**config.mk**
```make
export PLATFORM = sky130hd
export DESIGN_NAME = datapath_fu
export DESIGN_NICKNAME = d
export VERILOG_FILES = /design/src/rtl/fu_pkg.sv /design/src/rtl/fu_arith.sv /design/src/rtl/fu_logic.sv /design/src/rtl/fu_shift.sv /design/src/rtl/datapath_fu.sv
export SDC_FILE = /design/constraint.sdc
export NUM_CORES = 1
export LEC_CHECK = 0
export BUFFER_PORTS_ARGS = -buffer_cell sky130_fd_sc_hd__buf_2
export CAP_MARGIN = 5
export CORE_MARGIN = 4
export CORE_UTILIZATION = 56
export DETAILED_ROUTE_END_ITERATION = 7
export GPL_TIMING_DRIVEN = 0
export PLACE_DENSITY_LB_ADDON = 0.1
export SETUP_SLACK_MARGIN = 0.4
export SYNTH_ARGS = -nofsm -noshare
export SYNTH_HDL_FRONTEND = slang
export SYNTH_SLANG_ARGS = --single-unit
export TNS_END_PERCENT = 1
```
**constraint.sdc**
```tcl
create_clock -name vclk -period 3.59
set_input_delay 0.359 -clock vclk [all_inputs]
set_output_delay 0.359 -clock vclk [all_outputs]
set_load 0.01 [all_outputs]
```
**src/rtl/fu_pkg.sv**
```systemverilog
package fu_pkg;

    typedef enum logic [1:0] {
        LOP_AND = 2'b00,
        LOP_OR  = 2'b01,
        LOP_XOR = 2'b10,
        LOP_NOT = 2'b11
    } lop_e;

    typedef enum logic [1:0] {
        SH_PASS  = 2'b00,
        SH_RIGHT = 2'b01,
        SH_LEFT  = 2'b10,
        SH_SPARE = 2'b11
    } shop_e;

    typedef enum logic [1:0] {
        SEC_ARITH,
        SEC_LOGIC,
        SEC_SHIFT
    } section_e;

    typedef struct packed {
        logic v;
        logic c;
        logic n;
        logic z;
    } flags_t;

    function automatic section_e decode_section(input logic [3:0] code);
        if (code[3] && code[2])
            return SEC_SHIFT;
        else if (code[3])
            return SEC_LOGIC;
        else
            return SEC_ARITH;
    endfunction

    function automatic logic signed_ovf(input logic msb_x, input logic msb_y,
                                        input logic msb_s);
        return (msb_x == msb_y) && (msb_s != msb_x);
    endfunction

endpackage

```
**src/rtl/fu_arith.sv**
```systemverilog
module fu_arith #(
    parameter int WIDTH = 8
) (
    input  logic [WIDTH-1:0] x_i,
    input  logic [WIDTH-1:0] b_i,
    input  logic [1:0]       ysel_i,
    input  logic             cin_i,
    output logic [WIDTH-1:0] sum_o,
    output logic             cout_o,
    output logic             ovf_o
);
    import fu_pkg::*;

    localparam int MSB = WIDTH - 1;

    logic [WIDTH-1:0] y_w;
    logic [WIDTH:0]   full_w;

    always_comb begin
        unique case (ysel_i)
            2'b00:   y_w = '0;
            2'b01:   y_w = b_i;
            2'b10:   y_w = ~b_i;
            default: y_w = '1;
        endcase
    end

    assign full_w = {1'b0, x_i} + {1'b0, y_w} + {{WIDTH{1'b0}}, cin_i};
    assign sum_o  = full_w[MSB:0];
    assign cout_o = full_w[WIDTH];
    assign ovf_o  = signed_ovf(x_i[MSB], y_w[MSB], full_w[MSB]);

endmodule

```
**src/rtl/fu_logic.sv**
```systemverilog
module fu_logic #(
    parameter int WIDTH = 8
) (
    input  logic [WIDTH-1:0] x_i,
    input  logic [WIDTH-1:0] b_i,
    input  logic [1:0]       op_i,
    output logic [WIDTH-1:0] res_o
);
    import fu_pkg::*;

    lop_e op_w;
    assign op_w = lop_e'(op_i);

    always_comb begin
        unique case (op_w)
            LOP_AND: res_o = x_i & b_i;
            LOP_OR:  res_o = x_i | b_i;
            LOP_XOR: res_o = x_i ^ b_i;
            default: res_o = ~x_i;
        endcase
    end

endmodule

```
**src/rtl/fu_shift.sv**
```systemverilog
module fu_shift #(
    parameter int WIDTH = 8
) (
    input  logic [WIDTH-1:0] b_i,
    input  logic [1:0]       op_i,
    input  logic             fill_r_i,
    input  logic             fill_l_i,
    output logic [WIDTH-1:0] res_o,
    output logic             sout_r_o,
    output logic             sout_l_o
);
    import fu_pkg::*;

    localparam int MSB = WIDTH - 1;

    shop_e op_w;
    assign op_w = shop_e'(op_i);

    always_comb begin
        unique case (op_w)
            SH_RIGHT: res_o = {fill_r_i, b_i[MSB:1]};
            SH_LEFT:  res_o = {b_i[MSB-1:0], fill_l_i};
            default:  res_o = b_i;
        endcase
    end

    assign sout_r_o = b_i[0];
    assign sout_l_o = b_i[MSB];

endmodule

```
**src/rtl/datapath_fu.sv**
```systemverilog
module datapath_fu #(
    parameter int WIDTH = 8
) (
    input  logic [WIDTH-1:0] a_i,
    input  logic [WIDTH-1:0] b_i,
    input  logic [3:0]       fsel_i,
    input  logic             fill_r_i,
    input  logic             fill_l_i,
    output logic [WIDTH-1:0] f_o,
    output logic             v_o,
    output logic             c_o,
    output logic             n_o,
    output logic             z_o,
    output logic             sout_r_o,
    output logic             sout_l_o
);
    import fu_pkg::*;

    localparam int MSB = WIDTH - 1;

    logic [WIDTH-1:0] arith_w, logic_w, shift_w;
    logic             cout_w, ovf_w;
    section_e         sec_w;
    flags_t           flags_w;

    fu_arith #(.WIDTH(WIDTH)) i_arith (
        .x_i    (a_i),
        .b_i    (b_i),
        .ysel_i (fsel_i[2:1]),
        .cin_i  (fsel_i[0]),
        .sum_o  (arith_w),
        .cout_o (cout_w),
        .ovf_o  (ovf_w)
    );

    fu_logic #(.WIDTH(WIDTH)) i_logic (
        .x_i   (a_i),
        .b_i   (b_i),
        .op_i  (fsel_i[1:0]),
        .res_o (logic_w)
    );

    fu_shift #(.WIDTH(WIDTH)) i_shift (
        .b_i      (b_i),
        .op_i     (fsel_i[1:0]),
        .fill_r_i (fill_r_i),
        .fill_l_i (fill_l_i),
        .res_o    (shift_w),
        .sout_r_o (sout_r_o),
        .sout_l_o (sout_l_o)
    );

    assign sec_w = decode_section(fsel_i);

    always_comb begin
        unique case (sec_w)
            SEC_SHIFT: f_o = shift_w;
            SEC_LOGIC: f_o = logic_w;
            default:   f_o = arith_w;
        endcase
    end

    always_comb begin
        flags_w.c = (sec_w == SEC_ARITH) ? cout_w : 1'b0;
        flags_w.v = (sec_w == SEC_ARITH) ? ovf_w  : 1'b0;
        flags_w.n = f_o[MSB];
        flags_w.z = (f_o == '0);
    end

    assign v_o = flags_w.v;
    assign c_o = flags_w.c;
    assign n_o = flags_w.n;
    assign z_o = flags_w.z;

endmodule

```
=== Yosys cells after proc, flatten, opt, wreduce, memory -nomap -nowiden ===
Cells that the tools add are included.

* Input port bits: 22
* Word-level logic and storage cells: 29
* Register bits: 0
* Output and inout bits: 14

* Add/subtract/negate cells: 2
* Reduce and logical (&&, ||, !) cells: 6
* Mux-type cells: 8
* Equal/unequal tests: 8
* Bitwise operators: 5

{| class="wikitable"
|+ Operators with widths
! kind !! number
|-
| 8-bit one-hot mux with 3 select lines || 2
|-
| 8-bit one-hot mux with 2 select lines || 2
|-
| 8-bit inverter || 2
|-
| 8-bit by 8-bit adder with 9-bit output || 1
|-
| 9-bit by 1-bit adder with 9-bit output || 1
|-
| 8-bit bitwise AND || 1
|-
| 8-bit zero test || 1
|-
| 8-bit bitwise OR || 1
|-
| 8-bit XOR || 1
|-
| 2-bit by 1-bit equality test with 1-bit output (second input constant) || 3
|-
| 2-bit equality test (second input constant) || 3
|-
| 2-bit zero test || 3
|-
| 1-bit two-way mux || 3
|-
| 1-bit logical AND || 2
|-
| 2-bit two-way mux || 1
|-
| 1-bit equality test || 1
|-
| 1-bit inequality test || 1
|}

=== Longest topological paths before layout ===
* Word-level depth: 7
* Gate-level depth with buffers: 10
* Depth with buffers taken out: 9

=== Hierarchy ===
A second synthesis with hierarchy kept.

* Cells, all modules: 166
* Area, all modules: 1333.8 sq um

{| class="wikitable"
|+ By module, submodules not included
! module !! cells each !! area an instance (sq um) !! seq. area each (sq um) !! times used
|-
| fu_logic || 50 || 493.0 || 0.0 || 1
|-
| fu_arith || 50 || 426.7 || 0.0 || 1
|-
| datapath_fu || 33 || 215.2 || 0.0 || 1
|-
| fu_shift || 33 || 198.9 || 0.0 || 1
|}

=== Least setup slack after synthesis ===
Ideal clock, no wire load.

* Kind: in2out
* From: in fsel_i[2]
* To: out z_o
* Arrival time: 2.754 ns
* Setup slack: 0.477 ns
* Required time: 3.231 ns
* Buffers on the path: 1
* Stages: 10
* Cells stage by stage: clkbuf_1 -> mux2i_1 -> fa_1 -> fa_1 -> nand2b_1 -> a211oi_1 -> or4_1 -> a31o_2 -> o211ai_1 -> nor4b_2

* Longest elaborated chain between the ends: 6
* Elaborated cells between the ends (all ways): 12
* Classes of those cells: 2 x add/sub; 4 x eq/ne; 3 x mux; 3 x reduce/logical

{| class="wikitable"
|+ RTL lines
! item !! RTL line !! RTL
|-
| start: declaration || datapath_fu.sv:6 || <nowiki>input logic [3:0] fsel_i,</nowiki>
|-
| 2-bit equality test, or another cell as far along || fu_arith.sv:20 || <nowiki>unique case (ysel_i)</nowiki>
|-
| 8-bit one-hot mux with 3 select lines || fu_arith.sv:20 ||
|-
| 8-bit by 8-bit adder with 9-bit output || fu_arith.sv:28 || <nowiki>assign full_w = {1'b0, x_i} + {1'b0, y_w} + {{WIDTH{1'b0}}, cin_i};</nowiki>
|-
| 9-bit by 1-bit adder with 9-bit output || fu_arith.sv:28 ||
|-
| 8-bit one-hot mux with 2 select lines * || datapath_fu.sv:56 || <nowiki>unique case (sec_w)</nowiki>
|-
| named net f_o[6] || datapath_fu.sv:9 || <nowiki>output logic [WIDTH-1:0] f_o,</nowiki>
|-
| 8-bit zero test * || datapath_fu.sv:67 || <nowiki>flags_w.z = (f_o == '0);</nowiki>
|-
| end: declaration || datapath_fu.sv:13 || <nowiki>output logic z_o,</nowiki>
|}

Mark *: on every way through the listed nets, which the timed path passes. The rest lies on a longest branch.

=== Final worst setup path ===
* From: in fsel_i[2]
* To: out z_o

* Longest elaborated chain between the ends: 6
* Elaborated cells between the ends (all ways): 12
* Classes of those cells: 2 x add/sub; 4 x eq/ne; 3 x mux; 3 x reduce/logical

{| class="wikitable"
|+ RTL lines
! item !! RTL line
|-
| 2-bit equality test, or another cell as far along || fu_arith.sv:20
|-
| 8-bit one-hot mux with 3 select lines || fu_arith.sv:20
|-
| 8-bit by 8-bit adder with 9-bit output || fu_arith.sv:28
|-
| 9-bit by 1-bit adder with 9-bit output || fu_arith.sv:28
|-
| 8-bit one-hot mux with 2 select lines * || datapath_fu.sv:56
|-
| 8-bit zero test * || datapath_fu.sv:67
|}

Every way passes the cells marked *; elsewhere a longest branch is shown, timed or not.

==> summary.md <==
| Metric | Value |
|---|---|
| Hold Crit Class | `in -> out` |
| Ports | `36` |
| Final global-route overflow total | `0` |
| Cell row count | `17` |
| Net Switching | `around 160 µW` |
| Syn nets | `approximately 230` |
| Worst slew pin tran | `around 0.51 ns` |
| Leak Pwr | `roughly 0.00083 µW` |
| Crit path buf inv count | `4` |
| Ant diodes | `0` |
| Placed cells | `240` |
| Total wire length | `between 3000 and 4000 µm` |
| FF+latch area | `0 µm²` |
| Layout cells sized above 1 | `31.94%` |
| Yosys synthesis warning count | `0` |
| Global placement routability congestion | `roughly 0.95` |
| Num sequential | `0` |
| Initial antenna violation count | `0` |
| Largest net degree at the start of global routing | `12` |
| Die ar. | `3177 µm²` |
| Max stage delay on crit path | `0.43 ns` |
| Max rail drop VDD | `0.0001117 V` |
| Rel. slew slack | `between 60% and 70%` |
| Post-Route Utilization | `roughly 73%` |
| Largest cells by area after synthesis | `ha_1, inv_1, a21oi_1` |
| Critical Path AT | `2.78 ns` |
| Gate power share | `100.0%` |
| DRC Markers | `0` |
| Fmax | `318.4 MHz` |
| Die height | `approximately 56 µm` |
| Fill cell count | `around 180` |
| I/O Buffers | `35` |
| Max_cap viols | `0` |
| Final instance area | `roughly 1600 µm²` |
| Clock power share | `0%` |
| Most frequent cell after synthesis | `inv_1` |
| Crit-path cells | `buf_4 -> buf_8 -> mux2i_1 -> fa_2 -> buf_4 -> nor2b_2 -> o22ai_2 -> xnor2_1 -> a211o_1 -> nor4_2 -> nor4b_2 -> buf_2` |
| Syn avg cell area | `~7.4 µm²` |
| Max-slew violations | `0` |
| Critical path's slowest cell | `fa_2` |
| GR Util All Layers | `23.24%` |
| Final Worst Setup Slack | `~0.45 ns` |
| Sequential element share of the synthesized area | `0%` |
| Count of final setup violators | `0` |
| Die X | `56.37 µm` |
| Synth Cell Area | `roughly 1300 µm²` |
| Global-route wire length before repair | `roughly 6300 µm` |
| Reg power frac | `0%` |
| Netlist cell types | `41` |
| Finished Layout Cells | `between 200 and 250` |
| Via count | `approximately 1500` |
| 1st-iter DRT viols | `between 50 and 60` |
| DP Worst Slack | `-0.04654 ns` |
| Area leader, netlist | `ha_1` |
| Average wire per standard cell | `between 15 and 20 µm` |
| PwrDens | `roughly 170 nW/µm²` |
| Max FO, Critical Path | `7` |
| Period utilisation layout | `around 90%` |
| Tmin final | `3.140 ns` |
| Post-route ant nets | `0` |
| Status | `complete, no violations` |
| Vias in the first global route | `between 1000 and 1500` |
| Critical Path End Type | `primary output` |
| WP data required | `3.23 ns` |
| Critical Path Most Common Cell | `buf_4` |
| Core Region | `approximately 2200 µm²` |
| Placed Area | `roughly 1500 µm²` |
| Crit-path leading delay family | `simple AND/OR/NAND/NOR gates` |
| Sw Ratio | `between 50% and 60%` |
| Initial core utilization | `59.22%` |
| Hold Fails Final Rpt | `0` |
| Synth cell count leaders | `inv_1, ha_1, a21oi_1` |
| Area delta synth->final | `23.59%` |
| Nets | `about 270` |
| Share of the synthesized area in the top cell type | `25.79%` |
| Crit Path Class | `in -> out` |
| Internal | `roughly 120 µW` |
| RSZ-0062 raised after global routing | `no` |
| TritonRoute pass-1 iters | `4` |
| # clk buffers | `0` |
| Vias per cell | `about 6.1` |
| Setup crit start kind | `input port` |
| Cells after synthesis | `177` |
| DP HPWL | `approximately 3000 µm` |
==> tightest hold or removal path, cell delays in order <==
cell,delay (ns)
buf_2,0.13
buf_4,0.11
buf_2,0.11
==> final cells by class <==
cell class / instances / area (µm²) / share of cell area (%)
Buffer: 9 / 61.31 / 3.787
Inverter: 32 / 120.1 / 7.419
Multi-Input combinational cell: 136 / 1195 / 73.80
Tap cell: 28 / 35.03 / 2.164
Timing Repair Buffer: 39 / 207.7 / 12.83
==> power groups by stage <==
| stage | registers, µW | logic, µW | clock network (µW) |
|---|---|---|---|
| global placement | 0 | 244 | 0 |
| floorplan | 0 | 171 | 0 |
| CTS | 0 | 264 | 0 |
| detailed placement | 0 | 251 | 0 |
| finish | 0 | 281 | 0 |
| global route | 0 | 309 | 0 |
==> layer usage <==
metal	GRT usage [%]	routed length (µm)	up-vias
li1	-	-	723
met4	2.712	19	0
met5	0	0	-
met1	30.87	1609	716
met3	2.069	293	2
met2	41.57	1902	58
==> cell usage in the layout, fill, tap and decap left out, types with 2 or more instances in the layout <==
cell type / n
o21ai_0: 6
inv_1: 31
a22o_1: 3
mux2_2: 6
o211ai_1: 2
mux2i_1: 3
fa_2: 2
a21oi_1: 17
a22oi_1: 7
nor2b_1: 2
nor2_1: 10
buf_2: 38
nand2b_1: 2
a211o_1: 3
nand2_1: 4
buf_4: 8
nor3_1: 4
ha_1: 26
a222oi_1: 2
a221oi_1: 5
a211oi_1: 4
xnor2_1: 4
==> through the flow <==
stage | hold WS (ns) | TNS [ns] | power (µW)
final | 1.077 | 0 | 281.4
after global routing | 1.098 | 0 | 308.6
after CTS | 1.080 | 0 | 264.0
after detailed placement | 1.079 | -0.04654 | 251.2
after global placement | 1.069 | -0.006380 | 244.3
after floorplan | 0.8098 | 0 | 171.4
==> logic make-up after synthesis <==
logic type / synth area share [%]
fa+ha+maj: 28.84
xor+xnor: 3.343
mux: 8.214
buf+inv: 12.99
simple gates: 11.75
compound gates: 34.86
==> final timing paths <==
kind,from,to,slack [ns],depth (start not counted)
max,fsel_i[2],z_o,0.45,12
min,b_i[7],sout_l_o,1.08,3
==> timing repair <==
item                       CTS  global route
hold buffers                 0             0
setup endpoints to repair    4             2
buffers inserted             3             1
resized for setup            8             9
pin swaps                    1             5
No activity file was read; power rests on OpenSTA's default activity.
